==> src/rtl/smb_pkg.sv <==
package smb_pkg;
    localparam int ADDR_W = 3;
    localparam int DATA_W = 8;

    localparam logic [ADDR_W-1:0] OFS_STAT = 3'd0;
    localparam logic [ADDR_W-1:0] OFS_DIV  = 3'd1;
    localparam logic [ADDR_W-1:0] OFS_CTL  = 3'd2;
    localparam logic [ADDR_W-1:0] OFS_CMD  = 3'd3;
    localparam logic [ADDR_W-1:0] OFS_TXA  = 3'd4;
    localparam logic [ADDR_W-1:0] OFS_DAT  = 3'd5;

    localparam logic [2:0] PROTO_BYTE_DATA = 3'd2;

    typedef enum logic [3:0] {
        ST_IDLE, ST_START, ST_ADDRW, ST_CMD, ST_DATAW,
        ST_RSTART, ST_ADDRR, ST_DATAR, ST_STOP
    } seq_st_e;

    typedef struct packed {
        seq_st_e           st;
        logic [1:0]        ph;
        logic [3:0]        bitn;
        logic [DATA_W-1:0] sh;
        logic [DATA_W-1:0] rx;
        logic              nack;
        logic              scl_low;
        logic              sda_low;
    } seq_t;

    typedef struct packed {
        logic [DATA_W-1:0] div;
        logic [DATA_W-1:0] cmd;
        logic [DATA_W-1:0] txa;
        logic [DATA_W-1:0] dat;
        logic [2:0]        proto;
        logic              ien;
        logic              done;
        logic              err;
        logic              inuse;
    } regs_t;
endpackage

==> src/rtl/smb_presc.sv <==
module smb_presc #(
    parameter int CNT_W = 8
) (
    input  logic             clk,
    input  logic             rst_n,
    input  logic             en,
    input  logic [CNT_W-1:0] limit,
    output logic             tick
);
    logic [CNT_W-1:0] cnt_d, cnt_q;

    always_comb begin
        tick  = en && (cnt_q == limit);
        cnt_d = cnt_q;
        if (!en || tick) cnt_d = '0;
        else             cnt_d = cnt_q + 1'b1;
    end

    always_ff @(posedge clk or negedge rst_n) begin
        if (!rst_n) cnt_q <= '0;
        else        cnt_q <= cnt_d;
    end
endmodule

==> src/rtl/smb_seq.sv <==
module smb_seq
    import smb_pkg::*;
(
    input  logic              clk,
    input  logic              rst_n,
    input  logic              go,
    input  logic              tick,
    input  logic              rd_mode,
    input  logic [6:0]        dev,
    input  logic [DATA_W-1:0] cmd,
    input  logic [DATA_W-1:0] wbyte,
    input  logic              sda_in,
    output logic              busy,
    output logic              fin,
    output logic              nack,
    output logic [DATA_W-1:0] rx,
    output logic              scl_oe,
    output logic              sda_oe,
    output logic              in_byte
);
    seq_t d, q;

    function automatic seq_st_e follow(seq_st_e s, logic rd);
        case (s)
            ST_ADDRW: follow = ST_CMD;
            ST_CMD:   follow = rd ? ST_RSTART : ST_DATAW;
            ST_ADDRR: follow = ST_DATAR;
            default:  follow = ST_STOP;
        endcase
    endfunction

    function automatic logic [DATA_W-1:0] load(seq_st_e s, logic [6:0] a,
                                               logic [DATA_W-1:0] c,
                                               logic [DATA_W-1:0] w);
        case (s)
            ST_ADDRW: load = {a, 1'b0};
            ST_CMD:   load = c;
            ST_DATAW: load = w;
            ST_ADDRR: load = {a, 1'b1};
            default:  load = '0;
        endcase
    endfunction

    always_comb begin
        seq_st_e nxt;
        d   = q;
        fin = 1'b0;
        nxt = ST_STOP;
        if (q.st == ST_IDLE) begin
            d.scl_low = 1'b0;
            d.sda_low = 1'b0;
            if (go) begin
                d.st   = ST_START;
                d.ph   = 2'd0;
                d.nack = 1'b0;
            end
        end else if (tick) begin
            d.ph = q.ph + 2'd1;
            case (q.st)
                ST_START: begin
                    if (q.ph == 2'd0) d.sda_low = 1'b1;
                    if (q.ph == 2'd1) d.scl_low = 1'b1;
                    if (q.ph == 2'd3) begin
                        d.st   = ST_ADDRW;
                        d.bitn = '0;
                        d.sh   = load(ST_ADDRW, dev, cmd, wbyte);
                    end
                end
                ST_RSTART: begin
                    case (q.ph)
                        2'd0: d.sda_low = 1'b0;
                        2'd1: d.scl_low = 1'b0;
                        2'd2: d.sda_low = 1'b1;
                        default: begin
                            d.scl_low = 1'b1;
                            d.st      = ST_ADDRR;
                            d.bitn    = '0;
                            d.sh      = load(ST_ADDRR, dev, cmd, wbyte);
                        end
                    endcase
                end
                ST_STOP: begin
                    case (q.ph)
                        2'd0: d.sda_low = 1'b1;
                        2'd1: d.scl_low = 1'b0;
                        2'd2: d.sda_low = 1'b0;
                        default: begin
                            d.st = ST_IDLE;
                            fin  = 1'b1;
                        end
                    endcase
                end
                default: begin
                    case (q.ph)
                        2'd0: begin
                            d.scl_low = 1'b1;
                            d.sda_low = (q.st != ST_DATAR && q.bitn < 4'd8) ? ~q.sh[DATA_W-1] : 1'b0;
                        end
                        2'd1: d.scl_low = 1'b0;
                        2'd2: begin
                            if (q.st == ST_DATAR && q.bitn < 4'd8) d.rx = {q.rx[DATA_W-2:0], sda_in};
                            if (q.st != ST_DATAR && q.bitn == 4'd8 && sda_in) d.nack = 1'b1;
                        end
                        default: begin
                            d.scl_low = 1'b1;
                            if (q.bitn != 4'd8) begin
                                d.sh   = q.sh << 1;
                                d.bitn = q.bitn + 4'd1;
                            end else begin
                                nxt    = q.nack ? ST_STOP : follow(q.st, rd_mode);
                                d.st   = nxt;
                                d.bitn = '0;
                                d.sh   = load(nxt, dev, cmd, wbyte);
                            end
                        end
                    endcase
                end
            endcase
        end
    end

    always_ff @(posedge clk or negedge rst_n) begin
        if (!rst_n) q <= '{st: ST_IDLE, default: '0};
        else        q <= d;
    end

    assign busy    = (q.st != ST_IDLE);
    assign nack    = q.nack;
    assign rx      = q.rx;
    assign scl_oe  = q.scl_low;
    assign sda_oe  = q.sda_low;
    assign in_byte = (q.st == ST_ADDRW) || (q.st == ST_CMD) || (q.st == ST_DATAW) ||
                     (q.st == ST_ADDRR) || (q.st == ST_DATAR);
endmodule

==> src/rtl/smb_host.sv <==
module smb_host
    import smb_pkg::*;
#(
    parameter logic [DATA_W-1:0] DIV_RESET = 8'd4
) (
    input  logic              clk,
    input  logic              rst_n,
    input  logic [ADDR_W-1:0] reg_addr,
    input  logic              reg_wr,
    input  logic              reg_rd,
    input  logic [DATA_W-1:0] reg_wdata,
    output logic [DATA_W-1:0] reg_rdata,
    output logic              irq,
    input  logic              sda_in,
    output logic              scl_oe,
    output logic              sda_oe
);
    regs_t             d, q;
    logic              go, tick, seq_busy, seq_fin, seq_nack, seq_in_byte;
    logic              st_done, st_err;
    logic [DATA_W-1:0] seq_rx;

    smb_presc #(.CNT_W(DATA_W)) u_presc (
        .clk(clk), .rst_n(rst_n), .en(seq_busy), .limit(q.div), .tick(tick)
    );

    smb_seq u_seq (
        .clk(clk), .rst_n(rst_n), .go(go), .tick(tick), .rd_mode(q.txa[0]),
        .dev(q.txa[7:1]), .cmd(q.cmd), .wbyte(q.dat), .sda_in(sda_in),
        .busy(seq_busy), .fin(seq_fin), .nack(seq_nack), .rx(seq_rx),
        .scl_oe(scl_oe), .sda_oe(sda_oe), .in_byte(seq_in_byte)
    );

    always_comb begin
        d  = q;
        go = 1'b0;
        if (reg_wr) begin
            case (reg_addr)
                OFS_STAT: begin
                    if (reg_wdata[1]) d.done  = 1'b0;
                    if (reg_wdata[2]) d.err   = 1'b0;
                    if (reg_wdata[6]) d.inuse = 1'b0;
                end
                OFS_DIV: if (!seq_busy) d.div = reg_wdata;
                OFS_CTL: begin
                    d.ien   = reg_wdata[0];
                    d.proto = reg_wdata[4:2];
                    go      = reg_wdata[6] && (reg_wdata[4:2] == PROTO_BYTE_DATA) && !seq_busy;
                end
                OFS_CMD: if (!seq_busy) d.cmd = reg_wdata;
                OFS_TXA: if (!seq_busy) d.txa = reg_wdata;
                OFS_DAT: if (!seq_busy) d.dat = reg_wdata;
                default: ;
            endcase
        end
        if (reg_rd && !reg_wr && reg_addr == OFS_STAT && !q.inuse) d.inuse = 1'b1;
        if (seq_fin) begin
            if (seq_nack) d.err = 1'b1;
            else begin
                d.done = 1'b1;
                if (q.txa[0]) d.dat = seq_rx;
            end
        end
    end

    always_ff @(posedge clk or negedge rst_n) begin
        if (!rst_n) q <= '{div: DIV_RESET, default: '0};
        else        q <= d;
    end

    assign st_done = q.done;
    assign st_err  = q.err;
    assign irq     = q.ien && (st_done || st_err);

    always_comb begin
        reg_rdata = '0;
        if (reg_rd) begin
            case (reg_addr)
                OFS_STAT: reg_rdata = {1'b0, q.inuse, 3'b000, st_err, st_done, seq_busy};
                OFS_DIV:  reg_rdata = q.div;
                OFS_CTL:  reg_rdata = {3'b000, q.proto, 1'b0, q.ien};
                OFS_CMD:  reg_rdata = q.cmd;
                OFS_TXA:  reg_rdata = q.txa;
                OFS_DAT:  reg_rdata = q.dat;
                default:  reg_rdata = '0;
            endcase
        end
    end
endmodule

==> config.mk <==
export PLATFORM = sky130hd
export DESIGN_NAME = smb_host
export DESIGN_NICKNAME = d
export VERILOG_FILES = /design/src/rtl/smb_pkg.sv /design/src/rtl/smb_presc.sv /design/src/rtl/smb_seq.sv /design/src/rtl/smb_host.sv
export SDC_FILE = /design/constraint.sdc
export NUM_CORES = 1
export LEC_CHECK = 0
export ABC_AREA = 1
export ABC_CLOCK_PERIOD_IN_PS = 2660
export BUFFER_PORTS_ARGS = -buffer_cell sky130_fd_sc_hd__buf_4
export CAP_MARGIN = 5
export CORE_UTILIZATION = 45
export CTS_CLUSTER_DIAMETER = 200
export DETAILED_ROUTE_END_ITERATION = 10
export SYNTH_ARGS = -nofsm -noshare
export SYNTH_HDL_FRONTEND = slang
export SYNTH_HIERARCHICAL = 1
export SYNTH_SLANG_ARGS = --single-unit
==> constraint.sdc <==
create_clock -name clk -period 2.66 [get_ports clk]
set_clock_uncertainty 0.2 [all_clocks]
set_input_delay 0.532 -clock clk [delete_from_list [all_inputs] [get_ports clk]]
set_output_delay 0.532 -clock clk [all_outputs]
set_load 0.05 [all_outputs]
### After elaboration in Yosys (flattened, before gate mapping)

Index checks and enable logic that the tools add are counted.

* reductions and logical operators: 42
* divide/modulo/power cells: 0
* add/sub/neg operators: 3
* bitwise operators: 5
* multiplexer cells: 63
* eq/ne operators: 41
* shift-type cells: 0
* $mul: 0
* magnitude comparators: 1

Operator list (count)
* 8-bit 2-to-1 mux: 8
* 12-bit 2-to-1 mux: 4
* 4-bit 2-to-1 mux: 12
* 8-bit one-hot mux with 6 select lines: 1
* 12-bit one-hot mux with 3 select lines: 1
* 8-bit one-hot mux with 4 select lines: 1
* 29-bit 2-to-1 mux: 1
* 4-bit one-hot mux with 3 select lines: 2
* 4-bit by 3-bit equality test with 1-bit output, second input constant: 5
* 1-bit 2-to-1 mux: 20
* 5-bit AND reduction: 4
* 9-bit 2-to-1 mux: 2
* 4-bit by 2-bit equality test with 1-bit output, second input constant: 4
* 15-bit 2-to-1 mux: 1
* 3-bit by 1-bit != test with 1-bit output, second input constant: 5
* 6-bit 2-to-1 mux: 2
* 3-bit AND reduction: 4
* 2-bit nonzero test: 6
* 1-bit logical AND: 11
* 5-bit by 4-bit != test with 1-bit output, second input constant: 2
* 3-bit by 2-bit equality test with 1-bit output, second input constant: 3
* 3-bit by 2-bit != test with 1-bit output, second input constant: 3
* 8-bit by 1-bit adder with 8-bit output, second input constant: 1
* 4-bit equality test, second input constant: 2
* other kinds (30): 50

* register bits after elaboration: 76
* output and inout port bits: 11
* bits in latches: 0
* ROM bits: 0
* memories kept: 0
* bits in writable memories: 0

### Longest topological paths before layout

* word-level depth: 15
* depth in mapped cells: 15
* mapped depth without buffers: 15

### Hierarchy

Netlist, hierarchy kept.

Modules (own cells, without submodules)
* smb_host: area an instance 2180.8 um^2, cells each 269, times used 1, seq. area each 977.2 um^2
* smb_seq: area an instance 2026.9 um^2, cells each 285, times used 1, seq. area each 725.7 um^2
* smb_presc: area an instance 514.2 um^2, cells each 71, times used 1, seq. area each 200.2 um^2

### Worst setup path before layout

OpenSTA, ideal clock, no wires.

* kind: input-to-output
* start point: input reg_addr[1]
* end point: output reg_rdata[2]
* stages: 7
* arrival time: 1.926 ns
* path slack: 0.002 ns
* buffers on the path: 2
* cells stage by stage: buf_6 > inv_1 > buf_2 > nand4_1 > nand2_1 > inv_1 > a21oi_1

* longest elaborated chain between the ends: 3

Ends and longest elaborated chain
* from (decl): line smb_host.sv:8 `input logic [ADDR_W-1:0] reg_addr,`
* 3-bit equality test (tied with other cells): line smb_host.sv:78 `case (reg_addr)`
* 8-bit one-hot mux with 6 select lines (*): line smb_host.sv:78
* 8-bit 2-to-1 mux (*): line smb_host.sv:77 `if (reg_rd) begin`
* to (decl): line smb_host.sv:12 `output logic [DATA_W-1:0] reg_rdata,`

Every way passes the cells marked *; elsewhere a longest branch is shown, timed or not.

### Worst setup path in the final report

* start point: register u_seq/q[28] in the netlist's numbering
* end point: output reg_rdata[0]

* longest elaborated chain between the ends: 3

Ends and longest elaborated chain
* from (decl): line smb_seq.sv:21 `seq_t d, q;`
* from (signal assigned): line smb_seq.sv:123 `if (!rst_n) q <= '{st: ST_IDLE, default: '0};`
* from (signal assigned): line smb_seq.sv:124 `else q <= d;`
* 4-bit nonzero test: line smb_seq.sv:127 `assign busy = (q.st != ST_IDLE);`
* net seq_busy: line smb_host.sv:19 `logic go, tick, seq_busy, seq_fin, seq_nack, seq_in_byte;`
* 8-bit one-hot mux with 6 select lines: line smb_host.sv:78
* 8-bit 2-to-1 mux: line smb_host.sv:77

The timed path passes the listed nets, and every way through them passes these cells.

==> metrics <==
Setup violations, final=0; DPL Wire Length=9220 microns; global-route wire length before repair=20000 microns; DRT iter0 DRCs=244; initial antenna violation count=0; synth warn=6; Nets=677; Syn Nets=648; Register Area=1900 sq um; core area=10200 sq um; final worst-path cycle share=97.5%; H-tree Lvls=3; Hold Vio Cnt, Final=0; Post-Syn Area=4720 sq um; GP Congestion=0.944; critical path class=reg -> out; die area=10900 sq um; I/O Pins=27; std cell rows=37; Antenna Violating Nets Remaining=0; Post-CTS Setup Bufs=0; dpl cells=777; layout overhead on the synthesized area=11.0%; clock buffer depth=2; gr usage total=23.9%; worst skew pair latency=0.36 ns; Final Max Tran Viols=0; Buf/Inv on CP=3; die height=104 microns; Required @ worst endpoint=1.93 ns; Max-slew headroom=71.9%; Critical Path Max Stage Delay=0.43 ns; wire length per cell=15.3 microns; drt first pass iters=5; total CTS buffers=9; multi-input logic area=2360 sq um; area of placed instances=5020 sq um; Syn Area/Cell=7.56 sq um; root buffer cell=clkbuf_8; peak supply drop=0.000336 V; final instance area=5240 sq um; layer with the highest usage=met2; vias in the first global route=3968; Synth Instances=624; Critical Path AT=1.86 ns; vias per std cell=5.13; GR Util met2=36.9%; fill count=1027; grt total ovfl=0; clk slew on worst S/H paths=0.08 ns; Leak=2.54 nW; WL final=12100 microns; Hold/Removal Path Class=in -> reg; Port Buf Inserts=26; Final min period=2.59 ns; setup tns final=0 ns; CTS tree=built; PwrDens=596 nW/um^2; Finished Layout Cells=794; crit path capture type=primary output; Critical Path Slowest Stage Cell=dfrtp_1; diodes inserted=0; layout cell share with drive strength beyond 1=20.4%; largest net degree at the start of global routing=48; status=finished clean; Die X=104 microns; max_cap viols=0; met3 Track Usage GR=4.39%; clock sinks=76; CP delay by family, top=buffers and inverters; RSZ-0062 raised after global routing=false; Worst Path Max Fanout=5; Initial Util=46.1%; startpoint types=flip-flop; met1 Track Usage GR=33.1%; Slew @ Worst Pin=0.420 ns; drt drc=0; Fmax achieved=0.385 GHz; crit-path cells=inv_2, nand2_2, nor2_2, inv_1, nand3_1, nand2_1, nor2_1, a21oi_1, buf_4; via count=4071
-- flip-flops by register name (all words and copies together) (netlist names) --
signal / count
u_seq/nack: 1
u_seq/sda_oe: 1
st_err: 1
u_seq/scl_oe: 1
q: 37
st_done: 1
u_presc/cnt_q: 8
u_seq/rx: 8
u_seq/q: 18
-- power by group --
part	internal (mW)	total, mW	switching, mW
sequential	1.31	1.49	0.181
clock	0.460	0.905	0.445
combinational	0.255	0.719	0.464
total	2.03	3.12	1.09
-- through the flow --
step	setup WS, ns	utilization, %	hold slack, ns	total power [mW]
3_5_place_dp	0.141	49.1	0.263	2.23
2_1_floorplan	0.00201	-	0.0364	1.96
6_report	0.0652	51.2	0.248	3.12
3_3_place_gp	0.128	49.1	0.263	2.22
5_1_grt	0.00363	51.2	0.256	3.29
4_1_cts	0.0766	51.1	0.234	3.14
-- cell usage in the layout (no fill, tap or decap), types with 9 or more instances in the layout --
cell      instances
a21oi_1          12
buf_4            38
clkbuf_8         10
dfrtp_1          74
inv_1            64
inv_2            10
nand2_1         191
nand2_2          12
nand3_1          38
nand4_1          17
nor2_1           57
nor2_2            9
nor2_4            9
o21ai_0          26
o21ai_2          28
-- final cells by class --
type | instances | area share [%]
clock inverters | 4 | 0.980
repair buffers | 40 | 6.02
flip-flops and latches | 76 | 36.4
multi-input cells | 449 | 45.0
clock buffers | 12 | 2.77
inverters | 77 | 5.57
well taps | 136 | 3.25
-- worst min-delay path, cell delays in order --
cell and delay, ns:
buf_4 0.07, inv_1 0.05, o21ai_2 0.12
-- final timing paths --
kind,start,cells past startpoint,slack (ns),end
worst max-delay path,u_seq/q[28],9,0.07,reg_rdata[0]
worst min-delay path,sda_in,3,0.25,u_seq/rx[0]
worst max register to register,q[33],12,0.22,q[11]
worst min register to register,q[5],2,0.28,q[5]
max in group asynchronous,rst_n,3,1.18,q[33]
min in group asynchronous,rst_n,2,0.44,q[29]
-- metal layers --
metal  wire, microns  share of wire [%]
met4             226                1.9
met2            5520                 46
met5               0                  0
met1            5770                 48
met3             604                5.0
-- timing repair --
action                                  CTS  global route
resized for setup                         0             3
endpoints found under the hold margin    29             0
hold buffers                              1             0
endpoints found under the setup margin    0             2
(Power assumes the default switching activity.)
